==> src/rtl/lrd_pkg.sv <==
`timescale 1ns/1ps
package lrd_pkg;
   localparam int DATA_W   = 32;
   localparam int NUM_REGS = 4;
   localparam int IDX_W    = $clog2(NUM_REGS);

   typedef enum logic [IDX_W-1:0] {
      IDX_LIMIT = 2'd0,
      IDX_MAP   = 2'd1,
      IDX_AUX0  = 2'd2,
      IDX_AUX1  = 2'd3
   } reg_idx_e;

   // map register bit positions (behavioural)
   localparam int MAP_TRAP_EN  = 15;
   localparam int MAP_A20_EN   = 21;
   localparam int MAP_PCI_EN   = 22;
   localparam int MAP_WIN_BASE = 16; // window g: ctl at 16+8g, enable at 20+8g
   localparam int CTL_CACHE    = 2;

   function automatic logic [DATA_W-1:0] store_mask(input int i);
      case (i)
         0:       return 32'h0FFE_0000;
         1:       return 32'h1F7F_8000;
         default: return 32'hFFFF_FFFF;
      endcase
   endfunction

   function automatic logic [DATA_W-1:0] fixed_ones(input int i);
      return (i == 0) ? 32'h0001_FFFF : 32'h0000_0000;
   endfunction

   function automatic logic [DATA_W-1:0] reset_store(input int i);
      return (i == 0) ? 32'h0FFE_0000 : 32'h0000_0000;
   endfunction
endpackage

==> src/rtl/lrd_regfile.sv <==
`timescale 1ns/1ps
module lrd_regfile
   import lrd_pkg::*;
#(
   parameter int WIN_W = 8
) (
   input  logic                              clk,
   input  logic                              rst_n,
   input  logic                              wr_en,
   input  logic                              rd_en,
   input  logic [WIN_W-1:0]                  addr,
   input  logic [DATA_W-1:0]                 wdata,
   input  logic                              from_pci,
   output logic [DATA_W-1:0]                 rdata,
   output logic                              err,
   output logic [NUM_REGS-1:0][DATA_W-1:0]   regs_o
);
   localparam int LOW_W = IDX_W + 2;

   logic             hit;
   logic [IDX_W-1:0] idx;
   logic             pci_block;

   assign idx       = addr[LOW_W-1:2];
   assign hit       = (addr[1:0] == 2'b00) &&
                      (addr[WIN_W-1:LOW_W] == '0);
   assign pci_block = from_pci & ~regs_o[IDX_MAP][MAP_PCI_EN];

   for (genvar g = 0; g < NUM_REGS; g++) begin : g_reg
      logic [DATA_W-1:0] store_q;
      always_ff @(posedge clk) begin
         if (!rst_n)
            store_q <= reset_store(g);
         else if (wr_en && hit && !pci_block && (idx == IDX_W'(g)))
            store_q <= wdata & store_mask(g);
      end
      assign regs_o[g] = (store_q & store_mask(g)) | fixed_ones(g);
   end

   assign rdata = (rd_en && hit && !pci_block) ? regs_o[idx] : '0;
   assign err   = (wr_en | rd_en) & pci_block;
endmodule

==> src/rtl/lrd_classify.sv <==
`timescale 1ns/1ps
module lrd_classify
   import lrd_pkg::*;
#(
   parameter int          ADDR_W     = 32,
   parameter int          A20_BIT    = 20,
   parameter int          WIN_LOG2   = 15,
   parameter int          WIN_FIRST  = 22,
   parameter int          NUM_WIN    = 2,
   parameter int          TRAP_BASE  = 32'h3D0
) (
   input  logic [DATA_W-1:0] limit_reg,
   input  logic [DATA_W-1:0] map_reg,
   input  logic [ADDR_W-1:0] addr,
   input  logic              is_io,
   input  logic              smi_mode,
   output logic [ADDR_W-1:0] addr_out,
   output logic              dram,
   output logic              gfx,
   output logic              cacheable,
   output logic              smi_req
);
   localparam int TAG_W = ADDR_W - WIN_LOG2;
   localparam int PORT_W = ADDR_W - 4;

   logic [ADDR_W-1:0]  masked;
   logic [ADDR_W-1:0]  top_addr;
   logic [NUM_WIN-1:0] in_win;
   logic [NUM_WIN-1:0] steer;
   logic [NUM_WIN-1:0] win_cache;
   logic               below_top;

   always_comb begin
      masked = addr;
      if (!is_io && !smi_mode && map_reg[MAP_A20_EN])
         masked[A20_BIT] = 1'b0;
   end

   assign top_addr  = ADDR_W'(limit_reg[27:0]);
   assign below_top = (masked <= top_addr);

   for (genvar g = 0; g < NUM_WIN; g++) begin : g_win
      assign in_win[g]    = !is_io &&
                            (masked[ADDR_W-1:WIN_LOG2] == TAG_W'(WIN_FIRST + g));
      assign steer[g]     = in_win[g] & map_reg[MAP_WIN_BASE + 8*g + 4];
      assign win_cache[g] = in_win[g] & map_reg[MAP_WIN_BASE + 8*g + CTL_CACHE];
   end

   assign gfx       = |steer;
   assign dram      = !is_io && !gfx && below_top;
   assign cacheable = dram && ((in_win == '0) || (|win_cache));
   assign smi_req   = is_io && map_reg[MAP_TRAP_EN] &&
                      (addr[ADDR_W-1:4] == PORT_W'(TRAP_BASE >> 4));
   assign addr_out  = masked;
endmodule

==> src/rtl/legacy_region_decoder.sv <==
`timescale 1ns/1ps
module legacy_region_decoder
   import lrd_pkg::*;
#(
   parameter int ADDR_W    = 32,
   parameter int WIN_W     = 8,
   parameter int A20_BIT   = 20,
   parameter int TRAP_BASE = 32'h3D0
) (
   input  logic              clk,
   input  logic              rst_n,
   input  logic              reg_wr,
   input  logic              reg_rd,
   input  logic [WIN_W-1:0]  reg_addr,
   input  logic [31:0]       reg_wdata,
   input  logic              reg_from_pci,
   output logic [31:0]       reg_rdata,
   output logic              reg_err,
   input  logic [ADDR_W-1:0] acc_addr,
   input  logic              acc_is_io,
   input  logic              acc_smi_mode,
   output logic [ADDR_W-1:0] acc_addr_out,
   output logic              acc_dram,
   output logic              acc_gfx,
   output logic              acc_cacheable,
   output logic              acc_smi_req
);
   if (ADDR_W < 28 || ADDR_W > 32) begin : g_bad_addr
      $error("ADDR_W must lie between 28 and 32");
   end
   if (WIN_W < IDX_W + 3) begin : g_bad_win
      $error("WIN_W too small for the register window");
   end
   if (TRAP_BASE % 16 != 0) begin : g_bad_trap
      $error("TRAP_BASE must be 16-port aligned");
   end
   if (A20_BIT >= ADDR_W) begin : g_bad_a20
      $error("A20_BIT outside the address");
   end

   logic [NUM_REGS-1:0][DATA_W-1:0] regs;

   lrd_regfile #(.WIN_W(WIN_W)) u_regs (
      .clk      (clk),
      .rst_n    (rst_n),
      .wr_en    (reg_wr),
      .rd_en    (reg_rd),
      .addr     (reg_addr),
      .wdata    (reg_wdata),
      .from_pci (reg_from_pci),
      .rdata    (reg_rdata),
      .err      (reg_err),
      .regs_o   (regs)
   );

   lrd_classify #(
      .ADDR_W    (ADDR_W),
      .A20_BIT   (A20_BIT),
      .TRAP_BASE (TRAP_BASE)
   ) u_cls (
      .limit_reg (regs[IDX_LIMIT]),
      .map_reg   (regs[IDX_MAP]),
      .addr      (acc_addr),
      .is_io     (acc_is_io),
      .smi_mode  (acc_smi_mode),
      .addr_out  (acc_addr_out),
      .dram      (acc_dram),
      .gfx       (acc_gfx),
      .cacheable (acc_cacheable),
      .smi_req   (acc_smi_req)
   );
endmodule

==> config.mk <==
export PLATFORM = sky130hd
export DESIGN_NAME = legacy_region_decoder
export DESIGN_NICKNAME = d
export VERILOG_FILES = /design/src/rtl/lrd_pkg.sv /design/src/rtl/lrd_regfile.sv /design/src/rtl/lrd_classify.sv /design/src/rtl/legacy_region_decoder.sv
export SDC_FILE = /design/constraint.sdc
export NUM_CORES = 1
export LEC_CHECK = 0
export ABC_AREA = 1
export BUFFER_PORTS_ARGS = -buffer_cell sky130_fd_sc_hd__buf_2
export CORE_MARGIN = 8
export CORE_UTILIZATION = 35
export CTS_CLUSTER_SIZE = 8
export DETAILED_ROUTE_END_ITERATION = 10
export GPL_TIMING_DRIVEN = 0
export HOLD_SLACK_MARGIN = 0.02
export MAX_ROUTING_LAYER = met4
export SYNTH_ARGS = -nofsm -noshare
export SYNTH_HDL_FRONTEND = slang
export SYNTH_HIERARCHICAL = 1
export SYNTH_SLANG_ARGS = --single-unit
==> constraint.sdc <==
create_clock -name clk -period 2.2 [get_ports clk]
set_clock_uncertainty 0.05 [all_clocks]
set_input_delay 0.33 -clock clk [delete_from_list [all_inputs] [get_ports clk]]
set_output_delay 0.33 -clock clk [all_outputs]
set_load 0.005 [all_outputs]
==> reports/summary.md <==
* finished, violations left — outcome
* setup timing — violations in the final reports
* 1318 — number of nets at the end of the flow
* 0 — total overflow reported by the global router
* -0.0630 ns — min setup slack post-route
* 62.7% — relative max-transition margin
* 17800 µm² — core outline area
* 2.26 ns — min cycle time layout
* 0.225 ns — Hold WS
* in2reg — min-delay worst type
* 0 — hold buffer count at cts
* 22400 µm² — total die area
* 15600 µm — estimated wirelength of the detail-placed design
* primary output — CP Capture Type
* 7 — Pre-Repair DR Iteration Count
* 0 — ANT cells
* reg2out — kind of critical path
* 31100 µm — wire length of the first global-routing pass
* 0 — number of nets still failing antenna checks after routing
* 1037 — number of cells produced by synthesis
* u_regs/g_reg[1].store_q[21]$_SDFFE_PN0P_ — beginning of the critical path
* 0.559 ns — slew at the pin closest to its max-slew limit
* 489 nW/µm² — power per cell area
* 23.2% — signed area change from the synthesized netlist to the final layout
* 0 — number of antenna violations at the first check in global routing
* yes — clock tree from TritonCTS
* 17.8% — total track usage
* 4.32 nW — Static Leakage
* 3 — CTS H-Tree Depth
* 88 — number of flip-flops in the largest register
* 442 MHz — maximum frequency from static timing analysis
* 19600 µm — total detailed-routing wirelength
* 0 — DRC
* 0.06 ns — post-CTS clock slew at the launch and capture registers of the worst setup and hold paths
* 2 — Max Root-Sink Buffers
* 1445 — final cell count without fillers
* 0.849 — global placement routability congestion
* -0.0584 ns — worst slack at placement
* 88 — clock sink count
* 0 — max capacitance violation total
* register — type of origin of the critical path
* 4.52 — routed vias/inst
* 2 — worst-path maximum fanout
* reg_wdata[19] — worst hold path startpoint
* 6528 — count of vias placed by the detailed router
* 0 — fin. max-slew vios
* 150 µm — die height
* 148 — number of top-level pins
* u_regs/g_reg[1].store_q[22]$_SDFFE_PN0P_ — launch point of the worst reg-to-reg path
* 150 µm — Horiz. Die Dim
* 0.34 ns — later-pin clock latency in the skew report
* 145 — count of input and output buffers
* 103% — post-route fraction of the period consumed by the critical path
* clkbuf_16 — Root Driver
* 3.77 mW — overall power
* 6.04 µm² — Synth Area per Inst
* yes — unrepaired setup endpoints after global routing
* 35.2% — starting density of the core
* u_regs/g.store_q — register containing the most flip-flops in the final layout
* 6260 µm² — post-synthesis instance area
* 379 — Iteration-0 DRC Markers
* 6209 — via count of the first global-routing pass
* 0.348 mV — worst IR drop on VDD
* 0 — final hold vios
* 6 — YS warnings
* 49 — Row Count
* 2 — number of failing setup endpoints in the final timing report
* -0.114 ns — setup_tns
* 1.88 ns — Arr. time, crit path
* 1.82 ns — data required time at the worst endpoint
* u_regs/g.store_q x88 — largest registers
* 1427 — Inst Count DP
* 13.6 µm — mean routed wirelength per cell
* 9 — number of buffers added by the clock tree synthesis step
* 14 — maximum number of pins on one net before global-route repair
* 21.8% — share of cells above drive strength 1
stage by stage:
step / instance area, µm² / utilization, %
floorplan: 6320 / -
CTS: 7690 / 43.2
finish: 7720 / 43.4
detailed placement: 7340 / 41.3
global route: 7720 / 43.4
global placement: 7340 / 41.3
worst max-delay path: stages, from the launching register on:
cell and delay [ns]:
dfxtp_4 0.37, a21oi_4 0.07, ha_1 0.28, nand2_1 0.05, nor2_2 0.12, nand4_1 0.12
nor2_2 0.12, nand2_1 0.06, nand2_1 0.05, nand2_1 0.05, nand2_1 0.07, nor2_1 0.04
buf_2 0.13
worst paths after layout:
path	end	depth (start not counted)	slack [ns]
worst min register to register	u_regs/g_reg[0].store_q[22]$_SDFFE_PN1P_	2	0.42
worst max-delay path	acc_cacheable	12	-0.06
worst min-delay path	u_regs/g_reg[0].store_q[19]$_SDFFE_PN1P_	3	0.23
worst max register to register	u_regs/g_reg[3].store_q[0]$_SDFFE_PN0P_	7	0.43
power by group:
group,internal [mW],total (mW),leakage [nW],switching (mW)
registers,1.59,1.59,0.707,0.00108
clock network,0.941,1.59,0.150,0.650
logic,0.232,0.585,3.46,0.353
cell usage in the layout, fill, tap and decap left out, types with 2 or more instances in the layout:
| master | n |
|---|---|
| nor3_1 | 13 |
| nand4_1 | 92 |
| buf_4 | 54 |
| dfxtp_1 | 81 |
| buf_6 | 4 |
| buf_2 | 169 |
| nor4_1 | 2 |
| inv_1 | 236 |
| buf_1 | 13 |
| clkbuf_1 | 13 |
| nand3_1 | 18 |
| nor2_2 | 5 |
| clkbuf_16 | 9 |
| nand3b_1 | 2 |
| clkbuf_8 | 2 |
| clkbuf_4 | 3 |
| a21oi_1 | 56 |
| nand2_1 | 237 |
| clkinv_2 | 2 |
| conb_1 | 17 |
| ha_1 | 28 |
| o21ai_0 | 11 |
| or2_1 | 2 |
| nor3_2 | 4 |
| a22oi_1 | 3 |
| nor2_1 | 120 |
| dfxtp_2 | 6 |
area by class of cell:
class	count	area, µm²
buffer	108	673
fill	1946	10100
timing repair buffer	147	741
clock buffer	13	260
clock inverter	3	40.0
inverter	236	886
multi-input combinational	621	3060
sequential	88	1770
tap	229	287
routing by layer:
metal  GRT usage [%]  wire length (µm)
met5               -                 0
met1            21.7              8850
met4            5.50               283
met2            29.9              9130
met3            2.66              1370
repair_timing:
item                       in CTS  in global routing
setup buffers                   2                  0
cloned                          0                  0
setup endpoints to repair      19                 25
pin swaps                       2                  4
gates resized for setup        13                 13
(Power assumes the default switching activity.)
